<file path="config.mk">
export PLATFORM = sky130hd
export DESIGN_NAME = sec_attr_unit
export DESIGN_NICKNAME = d
export VERILOG_FILES = /design/src/rtl/sau_pkg.sv /design/src/rtl/fixed_attr_map.sv /design/src/rtl/prog_attr_table.sv /design/src/rtl/access_judge.sv /design/src/rtl/sec_attr_unit.sv
export SDC_FILE = /design/constraint.sdc
export NUM_CORES = 1
export LEC_CHECK = 0
export BUFFER_PORTS_ARGS = -buffer_cell sky130_fd_sc_hd__buf_2
export CORE_MARGIN = 4
export CORE_UTILIZATION = 55
export DETAILED_ROUTE_END_ITERATION = 8
export PLACE_DENSITY = 0.72
export SYNTH_ARGS = -nofsm -noshare
export SYNTH_HDL_FRONTEND = slang
export SYNTH_SLANG_ARGS = --single-unit
</file>
<file path="constraint.sdc">
create_clock -name clk -period 5.35 [get_ports clk]
set_clock_uncertainty 0.05 [all_clocks]
set_input_delay 0.535 -clock clk [delete_from_list [all_inputs] [get_ports clk]]
set_output_delay 0.535 -clock clk [all_outputs]
set_load 0.01 [all_outputs]
</file>
<file path="src/rtl/sau_pkg.sv">
`timescale 1ns/1ps
package sau_pkg;
  // Attribute ordering is by strength: a larger code is more secure.
  typedef enum logic [1:0] {
    ATTR_NS  = 2'b00,
    ATTR_NSC = 2'b01,
    ATTR_S   = 2'b10
  } attr_e;

  // Table granule: 32-byte aligned bases and limits.
  localparam int GRAN_BITS = 5;

  function automatic attr_e attr_max(attr_e a, attr_e b);
    return (a > b) ? a : b;
  endfunction
endpackage

</file>
<file path="src/rtl/fixed_attr_map.sv">
`timescale 1ns/1ps
module fixed_attr_map
  import sau_pkg::*;
#(
  parameter int ADDR_W   = 32,
  parameter int MAP_BITS = 4,
  parameter int NSC_W    = 2
) (
  input  logic                clk,
  input  logic                rst,
  input  logic                nsc_we,
  input  logic [NSC_W-1:0]    nsc_wdata,
  input  logic [MAP_BITS-1:0] win_idx,
  output attr_e               attr
);
  localparam int PAIR_W = MAP_BITS - 1;

  logic [NSC_W-1:0]  nsc_q;
  logic [NSC_W-1:0]  sel_nsc;
  logic [PAIR_W-1:0] pair;

  always_ff @(posedge clk) begin
    if (rst)         nsc_q <= '0;
    else if (nsc_we) nsc_q <= nsc_wdata;
  end

  assign pair = win_idx[MAP_BITS-1:1];

  for (genvar k = 0; k < NSC_W; k++) begin : g_sel
    assign sel_nsc[k] = nsc_q[k] && (pair == PAIR_W'(k));
  end

  always_comb begin
    if (!win_idx[0])   attr = ATTR_NS;
    else if (|sel_nsc) attr = ATTR_NSC;
    else               attr = ATTR_S;
  end
endmodule

</file>
<file path="src/rtl/prog_attr_table.sv">
`timescale 1ns/1ps
module prog_attr_table
  import sau_pkg::*;
#(
  parameter int ADDR_W = 32,
  parameter int N_REG  = 8,
  localparam int TAG_W = ADDR_W - GRAN_BITS
) (
  input  logic              clk,
  input  logic              rst,
  input  logic              ctrl_we,
  input  logic [1:0]        ctrl_wdata,
  input  logic [N_REG-1:0]  base_we,
  input  logic [N_REG-1:0]  lim_we,
  input  logic [TAG_W-1:0]  wr_tag,
  input  logic [1:0]        wr_flags,
  input  logic [TAG_W-1:0]  acc_tag,
  output attr_e             attr,
  output logic              ctrl_en,
  output logic              ctrl_allns
);
  logic [TAG_W-1:0] base_q [N_REG];
  logic [TAG_W-1:0] lim_q  [N_REG];
  logic [N_REG-1:0] ren_q;
  logic [N_REG-1:0] rnsc_q;
  logic [N_REG-1:0] hit;
  logic             one_hit;
  logic             hit_nsc;

  always_ff @(posedge clk) begin
    if (rst) begin
      ctrl_en    <= 1'b0;
      ctrl_allns <= 1'b0;
    end else if (ctrl_we) begin
      ctrl_en    <= ctrl_wdata[0];
      ctrl_allns <= ctrl_wdata[1];
    end
  end

  for (genvar i = 0; i < N_REG; i++) begin : g_rgn
    always_ff @(posedge clk) begin
      if (rst) begin
        base_q[i] <= '0;
        lim_q[i]  <= '0;
        ren_q[i]  <= 1'b0;
        rnsc_q[i] <= 1'b0;
      end else begin
        if (base_we[i]) base_q[i] <= wr_tag;
        if (lim_we[i]) begin
          lim_q[i]  <= wr_tag;
          ren_q[i]  <= wr_flags[0];
          rnsc_q[i] <= wr_flags[1];
        end
      end
    end
    assign hit[i] = ren_q[i] && (acc_tag >= base_q[i]) && (acc_tag <= lim_q[i]);
  end

  assign one_hit = (|hit) && ((hit & (hit - 1'b1)) == '0);
  assign hit_nsc = |(hit & rnsc_q);

  always_comb begin
    if (!ctrl_en)     attr = ctrl_allns ? ATTR_NS : ATTR_S;
    else if (one_hit) attr = hit_nsc ? ATTR_NSC : ATTR_NS;
    else              attr = ATTR_S;
  end
endmodule

</file>
<file path="src/rtl/access_judge.sv">
`timescale 1ns/1ps
module access_judge
  import sau_pkg::*;
(
  input  attr_e fix_attr,
  input  attr_e prog_attr,
  input  logic  acc_fetch,
  input  logic  cpu_secure,
  output attr_e eff,
  output logic  bus_nonsec,
  output logic  fault
);
  assign eff        = attr_max(fix_attr, prog_attr);
  assign bus_nonsec = (eff == ATTR_NS);
  assign fault      = cpu_secure ? (acc_fetch && eff == ATTR_NS) : (eff != ATTR_NS);
endmodule

</file>
<file path="src/rtl/sec_attr_unit.sv">
`timescale 1ns/1ps
module sec_attr_unit
  import sau_pkg::*;
#(
  parameter int ADDR_W   = 32,
  parameter int N_REG    = 8,
  parameter int MAP_BITS = 4,
  parameter int NSC_W    = 2,
  localparam int CFG_AW  = $clog2(2 + 2 * N_REG)
) (
  input  logic              clk,
  input  logic              rst,
  input  logic              cfg_we,
  input  logic [CFG_AW-1:0] cfg_addr,
  input  logic [ADDR_W-1:0] cfg_wdata,
  input  logic [ADDR_W-1:0] acc_addr,
  input  logic              acc_fetch,
  input  logic              cpu_secure,
  output logic [1:0]        eff_attr,
  output logic              bus_nonsec,
  output logic              fault
);
  localparam int TAG_W = ADDR_W - GRAN_BITS;

  logic             ctrl_we;
  logic             nsc_we;
  logic [N_REG-1:0] base_we;
  logic [N_REG-1:0] lim_we;
  attr_e            fix_attr;
  attr_e            prog_attr;
  attr_e            eff;
  logic             ctrl_en;
  logic             ctrl_allns;
  logic             unused_bits;

  assign ctrl_we = cfg_we && (cfg_addr == CFG_AW'(0));
  assign nsc_we  = cfg_we && (cfg_addr == CFG_AW'(1));

  for (genvar i = 0; i < N_REG; i++) begin : g_dec
    assign base_we[i] = cfg_we && (cfg_addr == CFG_AW'(2 + 2 * i));
    assign lim_we[i]  = cfg_we && (cfg_addr == CFG_AW'(3 + 2 * i));
  end

  assign unused_bits = ^{cfg_wdata[GRAN_BITS-1:2], acc_addr[GRAN_BITS-1:0]};

  fixed_attr_map #(
    .ADDR_W(ADDR_W), .MAP_BITS(MAP_BITS), .NSC_W(NSC_W)
  ) u_fix (
    .clk(clk), .rst(rst),
    .nsc_we(nsc_we), .nsc_wdata(cfg_wdata[NSC_W-1:0]),
    .win_idx(acc_addr[ADDR_W-1 -: MAP_BITS]),
    .attr(fix_attr)
  );

  prog_attr_table #(
    .ADDR_W(ADDR_W), .N_REG(N_REG)
  ) u_tbl (
    .clk(clk), .rst(rst),
    .ctrl_we(ctrl_we), .ctrl_wdata(cfg_wdata[1:0]),
    .base_we(base_we), .lim_we(lim_we),
    .wr_tag(cfg_wdata[ADDR_W-1:GRAN_BITS]), .wr_flags(cfg_wdata[1:0]),
    .acc_tag(acc_addr[ADDR_W-1:GRAN_BITS]),
    .attr(prog_attr), .ctrl_en(ctrl_en), .ctrl_allns(ctrl_allns)
  );

  access_judge u_judge (
    .fix_attr(fix_attr), .prog_attr(prog_attr),
    .acc_fetch(acc_fetch), .cpu_secure(cpu_secure),
    .eff(eff), .bus_nonsec(bus_nonsec), .fault(fault)
  );

  assign eff_attr = eff;
endmodule

</file>
==> impl_metrics.tcl <==
set metrics [dict create \
    hold_class "input port to flop" \
    fmax_ghz 0.180 \
    timing.critical_path.cells "inv_1 > ha_1 > nand3_1 > nor3_1 > nand3_1 > a211oi_1 > o31a_1 > a22o_1 > nor2_2 > a32oi_1 > and3_4 > nor2_4 > mux2_4 > ha_4 > nor2_2 > nor2_2 > a21oi_2 > or3b_4 > o211a_4 > mux2i_1 > buf_2" \
    p_per_area_nw_per_um2 271 \
    dieArea_sq_um 54400 \
    setup_viol 3 \
    crit_arrival_ps 4980 \
    hold_viol 0 \
    critPathKind "flop to output pin" \
    ios 78 \
    synth_area_sq_um 27900 \
    max-vdd-ir-drop_v 0.000224 \
    status "complete, but fails checks" \
    cap_violations 0 \
    fin_cells 3563 \
    syn_to_final_growth_pct 15.6 \
    ff2ff_path_depth 2 \
    final_cell_mix "435 x and2_1, 432 x inv_1, 432 x edfxtp_1" \
    cts_made_buffers 50 \
    crit_slowest_cell "or3b_4" \
    cts-root-buf "clkbuf_16" \
    htree_num_levels 2 \
    whs_endpoint "u_fix.nsc_q[1]" \
    drive_gt1_share_pct 13.4 \
    ys.flop_type "edfxtp_1" \
    timing.rr.start "u_tbl.ctrl_en" \
    synthXorXnorAreaFrac_pct 0.0314 \
    clock_path_buffers 3 \
    drt-initial-drc-count 1520 \
    die_h_um 233 \
    min_period_ps 5570 \
    grt_pass1_vias 20953 \
    antenna_found_initial 2 \
    endpoint_kind "output pin" \
    worst_pin_slew_ps 1320 \
    synth_edf_count 432 \
    rsz0062_at_grt "yes" \
    routed_wl_um 76500 \
    ys_warn_count 0 \
    hold_path_depth 3 \
    setup_ws_ps -220 \
    synth_top_family_by_area "adder cells" \
    core_area_sq_um 50200 \
    leakage_uw 0.0148 \
    synth_cell_types 73 \
    r2r_slack_ps 4580 \
    cts_num_sinks 452 \
    synthAdderAreaFrac_pct 19.5 \
    dp_cells 3465 \
    whs_ps 268 \
    relSlewSlack_pct 11.7 \
    numPortBuffers 69 \
    avgSynthCellArea_sq_um 10.7 \
    critPathLaunchType "flop" \
    grt_usage_pct 28.1 \
    cts_tree "yes" \
    crit_path_frequent_cell "nor2_2" \
    required_ps 4760 \
    final_nets 3358 \
    hp-start "cfg_wdata[1]" \
    yosysSeqAreaShare_pct 47.9 \
    synthMuxAreaShare_pct 0.112 \
    cts_hold_buf 0 \
    postRouteAntennaNets 0 \
    slowest_delay_ps 380 \
    mostFrequentLayoutCell "and2_1" \
    place_ws_ps -412 \
    crit_path_max_fanout 3 \
    violations "setup timing" \
    dr.pass1.iters 5 \
    total_power_uw 8740 \
    grt_pass1_wl_um 116000 \
    dieWidth_um 233 \
    critPathTopFamily "simple AND/OR/NAND/NOR gates" \
    synth_compound_area_share_pct 8.82 \
    synth-seq-cells 452 \
    viasPerCell 5.74 \
    grt_overflow 0 \
    r2r_end "u_tbl.ctrl_en" \
    start_util_pct 55.6 \
    vias 20437 \
    period_share_pct 104 \
    place_congestion 0.920 \
    syn-num-nets 3112 \
    synth_cells 2603 \
    ys_async_sr_fraction_pct 0 \
    synth-simple-area-share_pct 16.7 \
    drc_errors 0 \
    clk_pin_slew_ps 60 \
    rows 82 \
    slew_viol_final 0 \
    detailed_place_hpwl_um 54200 \
    clkLatencyLatePin_ps 590 \
    utilization_pct 64.3 \
    cp_num_buf_inv 2 \
    wl_per_cell_um 21.5 \
    grt_max_degree 30 \
]
## report_power, final
part / switching [uW] / leakage [uW] / total, uW / internal, uW
registers: 51.2 / 0.00428 / 4110 / 4060
clock network: 1430 / 0.000773 / 3370 / 1940
logic: 769 / 0.00977 / 1260 / 489
## per-stage QoR
stage                     setup TNS, ps  area, sq um
final                              -416        32200
after detailed placement           -948        30400
after CTS                          -457        32100
after floorplan                       0        27900
after global routing              -1020        32200
after global placement             -401        30400
## final cells by class
class / count / area (sq um)
diodes: 1 / 2.50
clock inverters: 22 / 181
repair buffers: 269 / 2000
multi-input cells: 1642 / 12800
inverters: 434 / 1630
clock buffers: 71 / 1380
fillers: 3842 / 17900
flip-flops and latches: 452 / 13400
well taps: 672 / 841
## synthesized netlist by cell type, drive strengths merged, types with 3 or more instances
cell	number	share of area [%]
and2	439	9.9
ha	435	20
inv	434	5.8
edfxtp	432	47
a21oi	162	2.9
nand2	96	1.3
clkbuf	75	1.0
nand3	68	1.2
nor2	68	0.95
nand4	61	1.4
o21ai	56	1.0
a21o	52	1.4
a211oi	21	0.57
dfxtp	20	1.4
nor3	19	0.34
a22o	16	0.50
nand2b	13	0.29
nor2b	12	0.27
and4	10	0.31
and3	9	0.21
a31oi	8	0.18
o211ai	8	0.22
a221oi	7	0.22
a221o	6	0.22
nor4	6	0.13
o31a	6	0.19
a2111oi	5	0.16
nand3b	5	0.13
o31ai	5	0.13
a22oi	4	0.13
o32ai	4	0.13
o2111ai	3	0.094
## cells by family (layout without fill, tap and decap cells)
family / count (synthesis) / after routing
XOR/XNOR: 1 / 1
AND/OR/NAND/NOR: 818 / 818
multiplexers: 3 / 3
buffers and inverters: 509 / 796
adder cells (fa/ha/maj): 435 / 435
AO/OA/AOI/OAI: 385 / 385
flip-flops: 452 / 452
other: 0 / 1
## per-layer routing
| metal | GRT usage [%] | part of all wire (%) | vias up |
|---|---|---|---|
| met5 | 0 | 0 | - |
| met2 | 47.9 | 49 | 640 |
| li1 | - | - | 9563 |
| met3 | 4.99 | 6.4 | 190 |
| met4 | 12.7 | 4.8 | 0 |
| met1 | 35.0 | 40 | 10044 |
## flip-flops by register name, indices dropped and copies added (netlist names)
| name | cells |
|---|---|
| u_tbl.base_q | 216 |
| u_tbl.rnsc_q | 8 |
| u_tbl.ctrl_en | 1 |
| u_tbl.ctrl_allns | 1 |
| u_tbl.lim_q | 216 |
| u_tbl.ren_q | 8 |
| u_fix.nsc_q | 2 |
## repair_timing
| action | CTS | global route |
|---|---|---|
| pin swaps | 14 | 13 |
| setup buffers | 2 | 2 |
| setup endpoints to repair | 3 | 3 |
| resized for setup | 28 | 15 |
## tightest hold or removal path: stages
cell     delay [ps]
buf_2           170
nand3_1          90
a21oi_1          60
## worst max path at each step
stage	depth (start not counted)	startpoint	end	slack [ps]
5_1_grt	22	u_tbl.base_q[3][19]	fault	-440
3_5_place_dp	21	acc_addr[17]	fault	-410
2_1_floorplan	19	acc_addr[30]	fault	550
6_report	21	u_tbl.lim_q[0][79]	fault	-220
4_1_cts	22	u_tbl.lim_q[1][49]	fault	-250
3_3_place_gp	21	acc_addr[27]	fault	-240
No activity file was read; power rests on OpenSTA's default activity.
